--- src/rtl/homerun_pkg.sv ---
package homerun_pkg;
  localparam int NP = 4;
  localparam int PCW = 3;

  typedef enum logic [2:0] {
    DIR_N     = 3'd0,
    DIR_E     = 3'd1,
    DIR_S     = 3'd2,
    DIR_W     = 3'd3,
    DIR_LOCAL = 3'd4
  } dir_e;

  // Search order for productive outputs: x axis before y axis.
  function automatic logic [1:0] greedy_order(input int k);
    case (k)
      0:       return 2'(DIR_E);
      1:       return 2'(DIR_W);
      2:       return 2'(DIR_N);
      default: return 2'(DIR_S);
    endcase
  endfunction
endpackage

--- src/rtl/homerun_lfsr.sv ---
module homerun_lfsr #(
  parameter int          W    = 16,
  parameter logic [W-1:0] TAPS = 16'hB400,
  parameter logic [W-1:0] SEED = 16'hACE1
) (
  input  logic         clk,
  input  logic         rst_n,
  output logic [W-1:0] state
);
  logic [W-1:0] state_nxt;

  always_comb begin
    state_nxt = {state[W-2:0], ^(state & TAPS)};
  end

  always_ff @(posedge clk or negedge rst_n) begin
    if (!rst_n) state <= SEED;
    else        state <= state_nxt;
  end
endmodule

--- src/rtl/homerun_route.sv ---
module homerun_route #(
  parameter int XW = 3,
  parameter int YW = 3
) (
  input  logic [XW-1:0] my_x,
  input  logic [YW-1:0] my_y,
  input  logic [XW-1:0] dst_x,
  input  logic [YW-1:0] dst_y,
  output logic          at_dest,
  output logic [3:0]    prod,
  output logic [1:0]    xy_dir
);
  import homerun_pkg::*;

  logic go_e, go_w, go_n, go_s;

  always_comb begin
    go_e    = dst_x > my_x;
    go_w    = dst_x < my_x;
    go_n    = dst_y > my_y;
    go_s    = dst_y < my_y;
    at_dest = !(go_e || go_w || go_n || go_s);
    prod    = '0;
    prod[2'(DIR_E)] = go_e;
    prod[2'(DIR_W)] = go_w;
    prod[2'(DIR_N)] = go_n;
    prod[2'(DIR_S)] = go_s;
    if (go_e)      xy_dir = 2'(DIR_E);
    else if (go_w) xy_dir = 2'(DIR_W);
    else if (go_s) xy_dir = 2'(DIR_S);
    else           xy_dir = 2'(DIR_N);
  end
endmodule

--- src/rtl/homerun_alloc.sv ---
module homerun_alloc (
  input  logic [homerun_pkg::NP-1:0]                          valid_i,
  input  logic [homerun_pkg::NP-1:0]                          exc_i,
  input  logic [homerun_pkg::NP-1:0][1:0]                     head_i,
  input  logic [homerun_pkg::NP-1:0]                          dest_i,
  input  logic [homerun_pkg::NP-1:0][3:0]                     prod_i,
  input  logic [homerun_pkg::NP-1:0][1:0]                     xy_i,
  input  logic [homerun_pkg::NP-1:0]                          hit_i,
  output logic [homerun_pkg::NP-1:0][homerun_pkg::PCW-1:0]    port_o,
  output logic [homerun_pkg::NP-1:0]                          exc_o
);
  import homerun_pkg::*;

  always_comb begin
    logic [3:0] taken;
    logic       elig;
    logic       got;
    logic [1:0] pick;
    logic [1:0] dd;
    taken  = '0;
    port_o = '0;
    exc_o  = '0;
    elig   = 1'b0;
    got    = 1'b0;
    pick   = 2'd0;
    dd     = 2'd0;
    for (int i = 0; i < NP; i++) begin
      if (valid_i[i] && dest_i[i]) port_o[i] = DIR_LOCAL;
    end
    // pass 0: excited going straight, 1: other excited, 2: normal
    for (int p = 0; p < 3; p++) begin
      for (int i = 0; i < NP; i++) begin
        elig = valid_i[i] && !dest_i[i] &&
               ((p == 0 &&  exc_i[i] && (xy_i[i] == head_i[i])) ||
                (p == 1 &&  exc_i[i] && (xy_i[i] != head_i[i])) ||
                (p == 2 && !exc_i[i]));
        if (elig) begin
          got  = 1'b0;
          pick = 2'd0;
          if (exc_i[i]) begin
            if (!taken[xy_i[i]]) begin
              got  = 1'b1;
              pick = xy_i[i];
            end
          end else begin
            for (int k = 0; k < NP; k++) begin
              dd = greedy_order(k);
              if (!got && prod_i[i][dd] && !taken[dd]) begin
                got  = 1'b1;
                pick = dd;
              end
            end
          end
          if (got) begin
            exc_o[i] = exc_i[i];
          end else begin
            for (int d = 0; d < NP; d++) begin
              if (!got && !taken[d]) begin
                got  = 1'b1;
                pick = 2'(d);
              end
            end
            exc_o[i] = exc_i[i] ? 1'b0 : hit_i[i];
          end
          taken[pick] = 1'b1;
          port_o[i]   = {1'b0, pick};
        end
      end
    end
  end
endmodule

--- src/rtl/homerun_arbiter.sv ---
module homerun_arbiter #(
  parameter int                XW     = 3,
  parameter int                YW     = 3,
  parameter int                LFSR_W = 16,
  parameter logic [LFSR_W-1:0] TAPS   = 16'hB400,
  parameter logic [LFSR_W-1:0] SEED   = 16'hACE1,
  parameter int                TH_W   = 8
) (
  input  logic                   clk,
  input  logic                   rst_n,
  input  logic [XW-1:0]          my_x,
  input  logic [YW-1:0]          my_y,
  input  logic [TH_W-1:0]        thresh,
  input  logic [3:0]             in_valid,
  input  logic [3:0][XW-1:0]     in_dest_x,
  input  logic [3:0][YW-1:0]     in_dest_y,
  input  logic [3:0][1:0]        in_head,
  input  logic [3:0]             in_exc,
  output logic [3:0]             out_valid,
  output logic [3:0][2:0]        out_port,
  output logic [3:0]             out_exc
);
  import homerun_pkg::*;

  localparam int STEP = LFSR_W / NP;

  logic [LFSR_W-1:0]        rnd;
  logic [NP-1:0]            at_dest;
  logic [NP-1:0][3:0]       prod;
  logic [NP-1:0][1:0]       xy;
  logic [NP-1:0][TH_W-1:0]  draw;
  logic [NP-1:0]            hit;
  logic [NP-1:0][PCW-1:0]   port_nxt;
  logic [NP-1:0]            exc_nxt;
  logic                     was_run;

  homerun_lfsr #(.W(LFSR_W), .TAPS(TAPS), .SEED(SEED)) u_lfsr (
    .clk   (clk),
    .rst_n (rst_n),
    .state (rnd)
  );

  for (genvar i = 0; i < NP; i++) begin : g_port
    homerun_route #(.XW(XW), .YW(YW)) u_route (
      .my_x    (my_x),
      .my_y    (my_y),
      .dst_x   (in_dest_x[i]),
      .dst_y   (in_dest_y[i]),
      .at_dest (at_dest[i]),
      .prod    (prod[i]),
      .xy_dir  (xy[i])
    );
    for (genvar k = 0; k < TH_W; k++) begin : g_bit
      assign draw[i][k] = rnd[(i * STEP + k) % LFSR_W];
    end
    assign hit[i] = draw[i] < thresh;
  end

  homerun_alloc u_alloc (
    .valid_i (in_valid),
    .exc_i   (in_exc),
    .head_i  (in_head),
    .dest_i  (at_dest),
    .prod_i  (prod),
    .xy_i    (xy),
    .hit_i   (hit),
    .port_o  (port_nxt),
    .exc_o   (exc_nxt)
  );

  logic [NP-1:0]          valid_d;
  logic [NP-1:0][PCW-1:0] port_d;
  logic [NP-1:0]          exc_d;

  always_comb begin
    valid_d = in_valid;
    port_d  = port_nxt;
    exc_d   = exc_nxt & in_valid;
  end

  always_ff @(posedge clk or negedge rst_n) begin
    if (!rst_n) begin
      out_valid <= '0;
      out_port  <= '0;
      out_exc   <= '0;
      was_run   <= 1'b0;
    end else begin
      out_valid <= valid_d;
      out_port  <= port_d;
      out_exc   <= exc_d;
      was_run   <= 1'b1;
    end
  end

  for (genvar i = 0; i < NP; i++) begin : g_chk
    assert_eject_local_R2: assert property (@(posedge clk) disable iff (!rst_n)
      was_run && $past(in_valid[i] && at_dest[i]) |-> out_port[i] == DIR_LOCAL && !out_exc[i]);
    assert_excited_on_route_R5: assert property (@(posedge clk) disable iff (!rst_n)
      was_run && out_valid[i] && out_exc[i] && $past(in_exc[i] && !at_dest[i])
      |-> out_port[i] == {1'b0, $past(xy[i])});
    assert_excited_revert_R8: assert property (@(posedge clk) disable iff (!rst_n)
      was_run && $past(in_valid[i] && in_exc[i] && !at_dest[i]) &&
      (out_port[i] != {1'b0, $past(xy[i])}) |-> !out_exc[i]);
    assert_zero_thresh_R9: assert property (@(posedge clk) disable iff (!rst_n)
      was_run && $past(in_valid[i] && !in_exc[i] && thresh == '0) |-> !out_exc[i]);
    assert_idle_input_R12: assert property (@(posedge clk) disable iff (!rst_n)
      was_run && !$past(in_valid[i]) |-> !out_valid[i] && !out_exc[i]);
    for (genvar j = i + 1; j < NP; j++) begin : g_pair
      assert_distinct_port_R3: assert property (@(posedge clk) disable iff (!rst_n)
        out_valid[i] && out_valid[j] && out_port[i] != DIR_LOCAL |-> out_port[i] != out_port[j]);
    end
  end
endmodule

--- config.mk ---
export PLATFORM = sky130hd
export DESIGN_NAME = homerun_arbiter
export DESIGN_NICKNAME = d
export VERILOG_FILES = /design/src/rtl/homerun_pkg.sv /design/src/rtl/homerun_lfsr.sv /design/src/rtl/homerun_route.sv /design/src/rtl/homerun_alloc.sv /design/src/rtl/homerun_arbiter.sv
export SDC_FILE = /design/constraint.sdc
export NUM_CORES = 1
export LEC_CHECK = 0
export CORE_UTILIZATION = 50
export DETAILED_ROUTE_END_ITERATION = 10
export GPL_TIMING_DRIVEN = 0
export PLACE_DENSITY_LB_ADDON = 0.08
export SLEW_MARGIN = 20
export SYNTH_ARGS = -nofsm -noshare
export SYNTH_HDL_FRONTEND = slang
export SYNTH_SLANG_ARGS = --single-unit
--- constraint.sdc ---
create_clock -name clk -period 2.45 [get_ports clk]
set_clock_uncertainty 0.1 [all_clocks]
set_input_delay 0.49 -clock clk [delete_from_list [all_inputs] [get_ports clk]]
set_output_delay 0.49 -clock clk [all_outputs]
set_load 0.005 [all_outputs]
Word level (Yosys, flattened, before mapping). Index checks and enable logic that the tools add are counted.

Output and inout bits: 20. Bits in registers: 36. Bits of input ports: 56. Word-level logic and storage cells: 1246.

Equal/unequal tests: 8. Bitwise gates (word level): 11. Magnitude comparators: 94. Reductions and logical operators: 360. Mux-type cells: 766.

Operator list (count): $mux W2 (216); $mux W1 (404); $bmux W1 S2 (108); $lt A2 B3 Y1 const B (63); $logic_not A1 Y1 (180); $logic_and A1 B1 Y1 (167); $mux W3 (16); $mux W4 (11); $or A4 B4 Y4 (10); $lt A8 B8 Y1 (4); $gt A3 B3 Y1 (8); $lt A3 B3 Y1 (8); $demux W1 S2 (11); $ge A2 B1 Y1 const B (11); $reduce_xor A16 Y1 (1); $logic_or A1 B1 Y1 (12); $eq A2 B2 Y1 (4); $ne A2 B2 Y1 (4); $and A4 B4 Y4 (1).

Depth between registers and ports, before layout. Gate-level depths: netlist of run 1.

Depth after elaboration: 598. Depth in mapped cells: 47. Mapped depth without buffers: 43.

Cells and area by module. From an unflattened synthesis of run 1, not the netlist that was laid out.

Cells, all modules: 911. Area total of the unflattened synthesis: 6846.6 µm².

By module, submodules not included: homerun_alloc (cells each 662, seq. area each 0.0 µm², instances 1, area each 4261.6 µm²); homerun_arbiter (cells each 95, seq. area each 500.5 µm², instances 1, area each 1134.8 µm²); homerun_route (cells each 30, seq. area each 0.0 µm², instances 4, area each 225.2 µm²); homerun_lfsr (cells each 34, seq. area each 410.4 µm², instances 1, area each 549.3 µm²).

Least setup slack after synthesis of run 1. OpenSTA, ideal clock, no wires.

Kind: in2reg. From: input my_y[2]. To: register out_port[9] in the netlist's numbering. Setup time: 0.069 ns. Stages: 45. Data required time: 2.281 ns. Path buffers: 2. Setup slack: -8.629 ns. Arrival: 10.909 ns. Cell sequence: inv_1 > ha_1 > a21oi_1 > a21oi_1 > or4b_4 > a21boi_4 > nand3_1 > o32a_1 > buf_2 > o211a_4 > nor4_4 > o2bb2ai_2 > o221ai_1 > o211ai_2 > nand2_2 > maj3_1 > or2_2 > o21a_1 > [... 9 more ...] > a221o_1 > and2_1 > o41ai_1 > a32oi_1 > o211a_1 > a21boi_1 > or2_1 > buf_4 > o311ai_4 > o21a_1 > o311ai_2 > a2111oi_2 > or3_2 > a21oi_1 > o311ai_2 > o221ai_1 > or4_1 > nand3_1.

RTL lines: start: declaration (RTL line homerun_arbiter.sv:12) `input logic [YW-1:0] my_y,`; end signal: assignment (RTL line homerun_arbiter.sv:89) `out_port <= port_d;`; end: declaration (RTL line homerun_arbiter.sv:20) `output logic [3:0][2:0] out_port,`.

==> implementation parameters, run 1 <==
Parameter                              Value

Place
  Placed instance count ... 1,033
  Final RePlAce weighted congestion ... around 0.98
  Count of port buffers added during placement ... 73
  Detailed Place HPWL ... 20,000 um

Clocking
  Clock slew seen by the registers of the worst setup and hold paths ... around 70 ps
  Max clock buf depth ... 2
  Total number of H-tree levels ... 2
  Clock latency at the later pin of the worst-skew pair ... ~300 ps
  Clock root buffer ... sky130_fd_sc_hd__clkbuf_16
  CTS buffer count ... 5
  CTS tree ... done
  Number of clock sinks seen by CTS ... 36

Finish
  Net count of the finished layout ... 1,166
  Area growth, synth to finish ... 69.1%
  Final standard cell count with taps included and fillers excluded ... around 1.2k
  Filler Cell Count ... 648
  Final core utilization ... between 80 and 90%
  N_diodes ... 0
  Share of cells above drive strength 1 ... 44.2%

Drt
  DRC Markers ... 0
  Final wirelength ... 31,900 um
  Violation count after the first detailed-routing iteration ... between 1k and 1.5k
  Routed vias/inst ... 7.28
  Number of vias after detailed routing ... slightly below 9k
  Antenna Violating Nets Remaining ... 0
  Average detailed-routed wire length per instance ... 26.4 um
  Detailed-routing iteration count for the pre-antenna-repair pass ... 8

STA
  Setup violations, final ... 12
  Slew Limit Headroom ... 42.0%
  Worst path setup slack after routing ... -9710 ps
  Unrepaired setup endpoints after global routing ... yes
  Number of pins exceeding their max-slew limit in the final report ... 0
  Post-route fraction of the period consumed by the critical path ... 496%
  Sum of negative setup slack ... -101,080 ps
  Fin. Hold Viols ... 0
  Slew at the pin closest to its max-slew limit ... 864 ps
  Final critical delay including setup and external delays ... 12,160 ps
  Fmax ... 82.3 MHz

Synthesis
  Number of nets produced by synthesis ... between 900 and 1k
  Largest cells by area after synthesis ... sky130_fd_sc_hd__dfrtp_1 11%, sky130_fd_sc_hd__ha_1 11%, sky130_fd_sc_hd__a21oi_1 4.8%
  Synth cell types ... between 100 and 150
  Post-Synthesis Mean Instance Area ... 7.53 um^2
  Biggest area consumer among synthesized cells ... sky130_fd_sc_hd__dfrtp_1
  Post-synthesis cell count ... just over 800
  Share of the synthesized area in the top cell type ... 11.5%
  Most used DFF post-synth ... sky130_fd_sc_hd__dfrtp_1
  Number of warnings reported in the yosys synthesis log ... 0
  Post-Synthesis Cell Area ... just over 6000 um^2
  Asr flop ratio synth ... 100%
  Number of enable flip-flop cells after synthesis ... 0
  Synthesized flop and latch total ... 36
  Sequential area share after synthesis ... between 10% and 20%

Setup path
  Crit path DAT ... approximately 12,000 ps
  Most used cell along the critical path ... sky130_fd_sc_hd__a21oi_2
  Kind of end point of the critical path ... flop
  Max Fanout on Critical Path ... 6
  Worst path slowest cell ... sky130_fd_sc_hd__o21ai_0
  Delay of the slowest cell on the worst path ... 680 ps
  Crit path required time ... 2580 ps
  Kind of critical path ... in2reg
  Critical Path Source Type ... input pin

Pwr
  Maximum resistive drop on vdd ... around 0.47 mV
  Leak pwr ... 4.15 nW
  Power per standard cell area ... between 600 and 700 nW/um^2

GRT
  Antenna violations before repair ... 0
  GRT Total Usage ... between 40% and 50%
  Final global-route overflow total ... 0
  First-pass GRT wire length ... between 40,000 and 50,000 um
  Pin count of the biggest net entering global routing ... 33
  Number of global-route vias before repair ... 8,317

Floorplan
  Core box area ... 12,000 um^2
  Area enclosed by the die boundary ... 12,700 um^2
  Initial core utilization ... 51.1%
  Die X ... 113 um
  Number of placement rows ... 40
  Vertical die dimension ... between 100 and 150 um
  Number of top-level pins ... 76

Job
  Reported max-cap violation count ... 0

Outcome
  Run status ... complete, but fails checks
  Failing checks ... negative setup slack

Worst hold path
  Hold crit path type ... reg2reg
cell usage after synthesis (10+ instances only):
library cell / instances
sky130_fd_sc_hd__nand2_1: 78
sky130_fd_sc_hd__nor2_1: 66
sky130_fd_sc_hd__a21oi_1: 59
sky130_fd_sc_hd__ha_1: 52
sky130_fd_sc_hd__o21ai_0: 49
sky130_fd_sc_hd__inv_1: 35
sky130_fd_sc_hd__nand3_1: 29
sky130_fd_sc_hd__dfrtp_1: 28
sky130_fd_sc_hd__nor3_1: 26
sky130_fd_sc_hd__a31oi_1: 23
sky130_fd_sc_hd__o211ai_1: 20
sky130_fd_sc_hd__nor2b_1: 16
sky130_fd_sc_hd__o21ai_1: 16
sky130_fd_sc_hd__nand2b_1: 15
sky130_fd_sc_hd__and2_1: 14
sky130_fd_sc_hd__a21o_1: 13
sky130_fd_sc_hd__and3_1: 12
sky130_fd_sc_hd__o21a_1: 12
sky130_fd_sc_hd__o22ai_1: 12
sky130_fd_sc_hd__o31ai_1: 12
sky130_fd_sc_hd__a211oi_1: 10
sky130_fd_sc_hd__o2111ai_1: 10
worst paths after layout:
check                                          startpoint                          to  slack (ps)  depth (start not counted)
worst max-delay path                         in_dest_x[4]       out_port[9]$_DFF_PN0_       -9710                         47
min in group asynchronous                           rst_n       out_port[2]$_DFF_PN0_         450                          2
worst min-delay path            u_lfsr.state[6]$_DFF_PN1_   u_lfsr.state[7]$_DFF_PN1_         280                          0
worst min register to register  u_lfsr.state[6]$_DFF_PN1_   u_lfsr.state[7]$_DFF_PN1_         280                          0
max in group asynchronous                           rst_n  u_lfsr.state[13]$_DFF_PN1_        1300                          3
worst max register to register  u_lfsr.state[5]$_DFF_PN1_        out_exc[1]$_DFF_PN0_        -580                         13
final cells by class:
class / instances / area (um^2) / share of cell area, %
inverter: 36 / 156 / 1.51
sequential: 36 / 911 / 8.81
multi-input combinational: 724 / 6770 / 65.4
tap: 147 / 184 / 1.78
buffer: 13 / 91.3 / 0.884
clock buffer: 6 / 139 / 1.34
clock inverter: 2 / 13.8 / 0.133
timing repair buffer: 242 / 2080 / 20.1
power breakdown:
part	switching (mW)	internal [mW]
clock network	0.306	0.408
logic	2.89	2.07
registers	0.0137	0.643
cell usage in the layout (no fill, tap or decap), drive strengths merged, types with 7 or more instances in the layout:
cell	count
buf	183
nand2	81
nor2	68
o21ai	67
a21oi	62
clkdlybuf4s50	57
ha	52
inv	36
nand3	29
dfrtp	28
nor3	26
a31oi	25
o211ai	21
nor2b	16
nand2b	15
clkbuf	15
and2	14
o31ai	14
a21o	13
and3	13
o22ai	12
o21a	12
a211oi	11
a21boi	10
o2111ai	10
dfstp	8
xnor2	8
or2	8
o221ai	8
a211o	7
or3	7
o311ai	7
worst max-delay path: cells and delay by family:
kind | cells | cell delay [ps]
fa+ha+maj | 1 | 190
simple gates | 11 | 2130
buf+inv | 6 | 1250
compound gates | 29 | 8180
metal layers:
metal	global-route usage, %	wire length (um)
met1	53.8	11400
met2	75.1	14300
met3	15.2	3530
met4	29.2	2660
met5	0	0
registers in the layout (all words and copies together) (netlist names):
name and flops:
out_exc 4, out_port 12, out_valid 4, u_lfsr.state 16
cell families after synthesis:
| logic type | after synthesis | synth area share, % |
|---|---|---|
| AO/OA/AOI/OAI | 353 | 43.6 |
| adder cells (fa/ha/maj) | 53 | 10.8 |
| multiplexers | 3 | 0.512 |
| buffers and inverters | 52 | 3.36 |
| AND/OR/NAND/NOR | 306 | 25.6 |
| flip-flops | 36 | 14.9 |
| XOR/XNOR | 9 | 1.29 |
stage by stage:
| step | total power, mW | setup WS, ps | hold slack (ps) | cell area, um^2 |
|---|---|---|---|---|
| 2_1_floorplan | 2.68 | -8380 | 94.4 | 6340 |
| 3_3_place_gp | 3.50 | -11570 | 266 | 7260 |
| 3_5_place_dp | 3.57 | -11830 | 233 | 7270 |
| 4_1_cts | 5.31 | -9220 | 281 | 9240 |
| 5_1_grt | 6.50 | -9880 | 287 | 10300 |
| 6_report | 6.33 | -9710 | 283 | 10300 |
what timing repair did:
item,CTS,global route
pin swaps,100,113
hold buffers,1,0
hold endpoints to repair,4,0
cloned,1,0
endpoints found under the setup margin,14,13
buffers inserted,99,69
gates resized for setup,252,139
(Power assumes the default switching activity.)
==> run 2: changes to the inputs <==
Settings changed: CORE_ASPECT_RATIO set to 2.
==> run 2 against run 1 <==
Net effect:
- the flow now stops in 5_1_grt
- synthesized cell count is the same
- area after synthesis is the same
==> implementation parameters, run 2 <==
Parameter                              Value

Synthesis
  Number of enable flip-flop cells after synthesis ... 0 (unchanged)
  Cell types with the highest counts after synthesis ... 78 x sky130_fd_sc_hd__nand2_1, 66 x sky130_fd_sc_hd__nor2_1, 59 x sky130_fd_sc_hd__a21oi_1 (unchanged)
  Asr flop ratio synth ... 100% (unchanged)
  Number of nets produced by synthesis ... 920 (unchanged)
  Biggest area consumer among synthesized cells ... sky130_fd_sc_hd__dfrtp_1 (unchanged)
  Largest cells by area after synthesis ... sky130_fd_sc_hd__dfrtp_1 11%, sky130_fd_sc_hd__ha_1 11%, sky130_fd_sc_hd__a21oi_1 4.8% (unchanged)
  Synthesized flop and latch total ... 36 (unchanged)
  Synth cell types ... 107 (unchanged)
  Sequential area share after synthesis ... 14.9% (unchanged)
  Most used DFF post-synth ... sky130_fd_sc_hd__dfrtp_1 (unchanged)
  Share of the synthesized area in the top cell type ... 11.5% (unchanged)
  Post-Synthesis Cell Area ... 6110 um^2 (unchanged)
  Post-Synthesis Mean Instance Area ... 7.53 um^2 (unchanged)
  Cell with the most instances after synthesis ... sky130_fd_sc_hd__nand2_1 (unchanged)
  Post-synthesis cell count ... 812 (unchanged)
  Number of warnings reported in the yosys synthesis log ... 0 (unchanged)

GRT
  Final global-route overflow total ... 4
  GRT Total Usage ... 59.3%
  Number of global-route vias before repair ... 9,812
  Pin count of the biggest net entering global routing ... 29
  First-pass GRT wire length ... 56,100 um

Clocking
  Number of clock sinks seen by CTS ... 36 (unchanged)
  Clock root buffer ... sky130_fd_sc_hd__clkbuf_16 (unchanged)
  CTS buffer count ... 5 (unchanged)
  Total number of H-tree levels ... 2 (unchanged)
  Max clock buf depth ... 2 (unchanged)

Place
  Detailed Place HPWL ... 21,900 um (was 20,000 um)
  Final RePlAce weighted congestion ... 0.981 (was 0.982)
  Placed instance count ... 1,031 (was 1,033)
  Placed Area ... 7270 um^2 (about the same)
  Count of port buffers added during placement ... 73 (unchanged)

Floorplan
  Number of top-level pins ... 76 (unchanged)
  Vertical die dimension ... 158 um (was 113 um)
  Die X ... 80.2 um (was 113 um)
  Number of placement rows ... 56 (was 40)
  Initial core utilization ... 51.6% (was 51.1%)

Outcome
  Stage reached ... 5_1_grt
  Run status ... did not finish (was complete, but fails checks)
  Tool error ... [ERROR GRT-0116] Global routing finished with congestion. Check the congestion regions in the DRC Viewer.
-- run 2: cell counts after synthesis --
Identical to the previous run, type by type.
-- run 2: logic make-up after synthesis --
logic type / synth area share [%]
DFF: 14.9
xor gates and xnor gates: 1.29
adders and majority gates: 10.8
muxes: 0.512
and+or+nand+nor: 25.6
buffers and inverters: 3.36
AOI/OAI and AO/OA: 43.6
-- run 2: through the flow --
step / util (%) / setup WS (ps) / hold WS, ps
floorplan: - / -8380 / 94.4
CTS: 79.7 / -9230 / 288
detailed placement: 61.4 / -11790 / 273
global placement: 61.3 / -11710 / 280
-- run 2: timing repair --
| item | CTS |
|---|---|
| pin swaps | 112 |
| hold endpoints to repair | 8 |
| resized for setup | 279 |
| setup buffers | 110 |
| setup endpoints to repair | 16 |
| hold buffers | 1 |
| gates cloned | 1 |
-- run 2: metal layers --
| layer | GRT overflow | GRT usage (%) |
|---|---|---|
| met4 | 1 | 60.4 |
| met3 | 1 | 32.8 |
| met5 | 0 | 0.870 |
| met1 | 0 | 56.9 |
| met2 | 2 | 85.8 |
==> run 3: changes to the inputs <==
Settings changed: CORE_ASPECT_RATIO 2 to unset, CORE_UTILIZATION 50 to 35, PLACE_DENSITY_LB_ADDON 0.08 to 0.15.
Clock period 2.45 ns to 3.2 ns, I/O delays scaled along.
==> run 3 against run 2 <==
Net effect:
- the flow now finishes, with violations (negative setup slack)
==> implementation parameters, run 3 (synthesis results as in run 1) <==
Parameter                              Value

Floorplan
  Initial core utilization ... 36.3% (was 51.6%)
  Die X ... 134 um (was 80.2 um)
  Number of top-level pins ... 76 (unchanged)
  Vertical die dimension ... 134 um (was 158 um)
  Core box area ... 16,800 um^2
  Area enclosed by the die boundary ... 18,000 um^2
  Number of placement rows ... 47 (was 56)

STA
  Post-Route Hold Slack ... ~94 ps
  Sum of negative setup slack ... -94,410 ps
  Unrepaired setup endpoints after global routing ... yes
  Slew Limit Headroom ... 44.0%
  Fmax ... 81.6 MHz
  Setup violations, final ... 12
  Worst path setup slack after routing ... -9060 ps
  Final critical delay including setup and external delays ... approximately 12,000 ps
  Slew at the pin closest to its max-slew limit ... 838 ps
  Post-route fraction of the period consumed by the critical path ... 383%
  Number of pins exceeding their max-slew limit in the final report ... 0
  Fin. Hold Viols ... 0

Place
  Detailed Place HPWL ... 18,700 um (was 21,900 um)
  Count of port buffers added during placement ... 73 (unchanged)
  Placed instance count ... 1,106 (was 1,031)
  Worst slack at placement ... -11,070 ps (was -11,790 ps)
  Final RePlAce weighted congestion ... 1.00 (was 0.981)

Job
  Reported max-cap violation count ... 0

Setup path
  Worst path slowest cell ... sky130_fd_sc_hd__or4_4
  Kind of end point of the critical path ... flop
  Path length in cells of the critical path ... 48
  Max Fanout on Critical Path ... 8
  Delay of the slowest cell on the worst path ... 560 ps
  Kind of critical path ... in2reg
  Cell type group with the largest total delay on the critical path ... compound AO/OA/AOI/OAI gates
  Crit path DAT ... 12,400 ps
  Logic depth of the worst register-to-register path ... 11
  Crit path required time ... 3340 ps
  Most used cell along the critical path ... sky130_fd_sc_hd__buf_6
  Critical path buffers and inverters ... 6
  Critical Path Source Type ... input pin

Pwr
  Sw Pwr ... 2.12 mW
  Share of power burned in the clock network ... around an eighth
  Cell Int Power ... ~2.1 mW
  Net switching fraction of the power ... 50.3%
  Leak pwr ... 3.78 nW
  Share of total power in combinational logic ... 75.0%
  Sequential Power Share ... 11.9%
  Maximum resistive drop on vdd ... 0.229 mV
  Power per standard cell area ... 446 nW/um^2

Drt
  Average detailed-routed wire length per instance ... 21.4 um
  Number of vias after detailed routing ... ~7.7k
  Antenna Violating Nets Remaining ... 0
  Routed met2 length ... roughly 12,000 um
  Wire length on met3 ... 2090 um
  Length of routed wiring on met1 ... 11,200 um
  DRC Markers ... 0
  Routed vias/inst ... around 6.3
  Final wirelength ... 26,100 um
  Top layer in use ... met4
  Detailed-routing iteration count for the pre-antenna-repair pass ... 5
  Violation count after the first detailed-routing iteration ... between 800 and 900

GRT
  GRT Total Usage ... 27.5%
  Pin count of the biggest net entering global routing ... 29
  Number of global-route vias before repair ... approximately 7k
  Antenna violations before repair ... 0
  First-pass GRT wire length ... 38,700 um
  Final global-route overflow total ... 0

Clocking
  Clock root buffer ... sky130_fd_sc_hd__clkbuf_16 (unchanged)
  Hold buffer count at cts ... 0 (was 1)
  CTS buffer count ... 5 (unchanged)
  Clock slew seen by the registers of the worst setup and hold paths ... approximately 70 ps
  Total number of H-tree levels ... 2 (unchanged)
  CTS tree ... done
  Clock latency at the later pin of the worst-skew pair ... ~300 ps
  Max clock buf depth ... 2 (unchanged)
  Number of clock sinks seen by CTS ... 36 (unchanged)

Finish
  Commonest cells after routing, fill and taps aside ... 95 x sky130_fd_sc_hd__buf_4, 72 x sky130_fd_sc_hd__nand2_1, 60 x sky130_fd_sc_hd__clkdlybuf4s50_1
  Area growth, synth to finish ... 54.4%
  Final standard cell count with taps included and fillers excluded ... approximately 1.2k
  Final core utilization ... 56.1%
  Flip-flop count of the largest register, all copies and words added ... 16
  Filler Cell Count ... 1,534
  N_diodes ... 0
  Share of cells above drive strength 1 ... 33.7%
  Largest regs ... u_lfsr.state: 16 flops, out_port: 12 flops
  Most common library cell in the layout ignoring fill and taps ... sky130_fd_sc_hd__buf_4
  Largest reg by FF count ... u_lfsr.state
  Net count of the finished layout ... about 1.1k

Outcome
  Failing checks ... negative setup slack
  Run status ... complete, but fails checks (was did not finish)

Worst hold path
  Hold crit path type ... in2async
==> run 3: power by group through the flow <==
| stage | Clock [mW] | Combinational (mW) | Sequential [mW] |
|---|---|---|---|
| 3_5_place_dp | 0 | 2.18 | 0.511 |
| 2_1_floorplan | 0 | 1.54 | 0.515 |
| 6_report | 0.550 | 3.16 | 0.502 |
| 3_3_place_gp | 0 | 2.18 | 0.511 |
| 5_1_grt | 0.576 | 3.33 | 0.506 |
| 4_1_cts | 0.555 | 2.65 | 0.504 |
==> run 3: final cells by class <==
type,instances,area (um^2),share of cell area [%]
plain buffers,15,85.1,0.901
clock buffers,7,143,1.51
clock inverters,1,7.51,0.0795
inverters,36,151,1.60
multi-input cells,724,6290,66.6
flip-flops and latches,36,911,9.65
well taps,220,275,2.92
repair buffers,177,1580,16.7
==> run 3: worst reg2reg max path, delay by kind of cell (launching register included) <==
kind                     cells  cell delay [ps]
AO/OA/AOI/OAI                6             1000
adder cells (fa/ha/maj)      1              280
flip-flops                   1              390
AND/OR/NAND/NOR              4              850
==> run 3: path summary, 6_finish.rpt <==
path                                           start                   endpoint  slack [ps]
max                                          my_y[2]      out_port[9]$_DFF_PN0_       -9060
min                                            rst_n      out_port[2]$_DFF_PN0_          90
max reg2reg                u_lfsr.state[1]$_DFF_PN0_       out_exc[0]$_DFF_PN0_         510
min reg2reg                u_lfsr.state[6]$_DFF_PN1_  u_lfsr.state[7]$_DFF_PN1_         280
max in group asynchronous                      rst_n  u_lfsr.state[0]$_DFF_PN1_        2390
min in group clk           u_lfsr.state[6]$_DFF_PN1_  u_lfsr.state[7]$_DFF_PN1_         280
==> run 3: stage by stage <==
stage | total power, mW | instance area, um^2
after floorplan | 2.05 | 6340
after global placement | 2.70 | 7350
after detailed placement | 2.69 | 7360
after CTS | 3.71 | 8500
after global routing | 4.41 | 9440
final | 4.21 | 9440
==> run 3: what timing repair did <==
| item | 4_1_cts | 5_1_grt |
|---|---|---|
| cloned | 0 | 1 |
| setup buffers | 49 | 54 |
| pin swaps | 58 | 79 |
| endpoints found under the setup margin | 12 | 13 |
| resized for setup | 119 | 116 |
==> run 3: routing by layer <==
| metal | GRT usage, % | up-vias |
|---|---|---|
| met1 | 37.1 | 3637 |
| met5 | 0 | - |
| li1 | - | 3578 |
| met4 | 12.2 | 0 |
| met2 | 42.3 | 404 |
| met3 | 5.44 | 96 |
==> run 4: changes to the inputs <==
Settings changed: CAP_MARGIN set to 20.
==> results of run 4 <==
Final layout, timing and power as in run 3 (identical DEF).
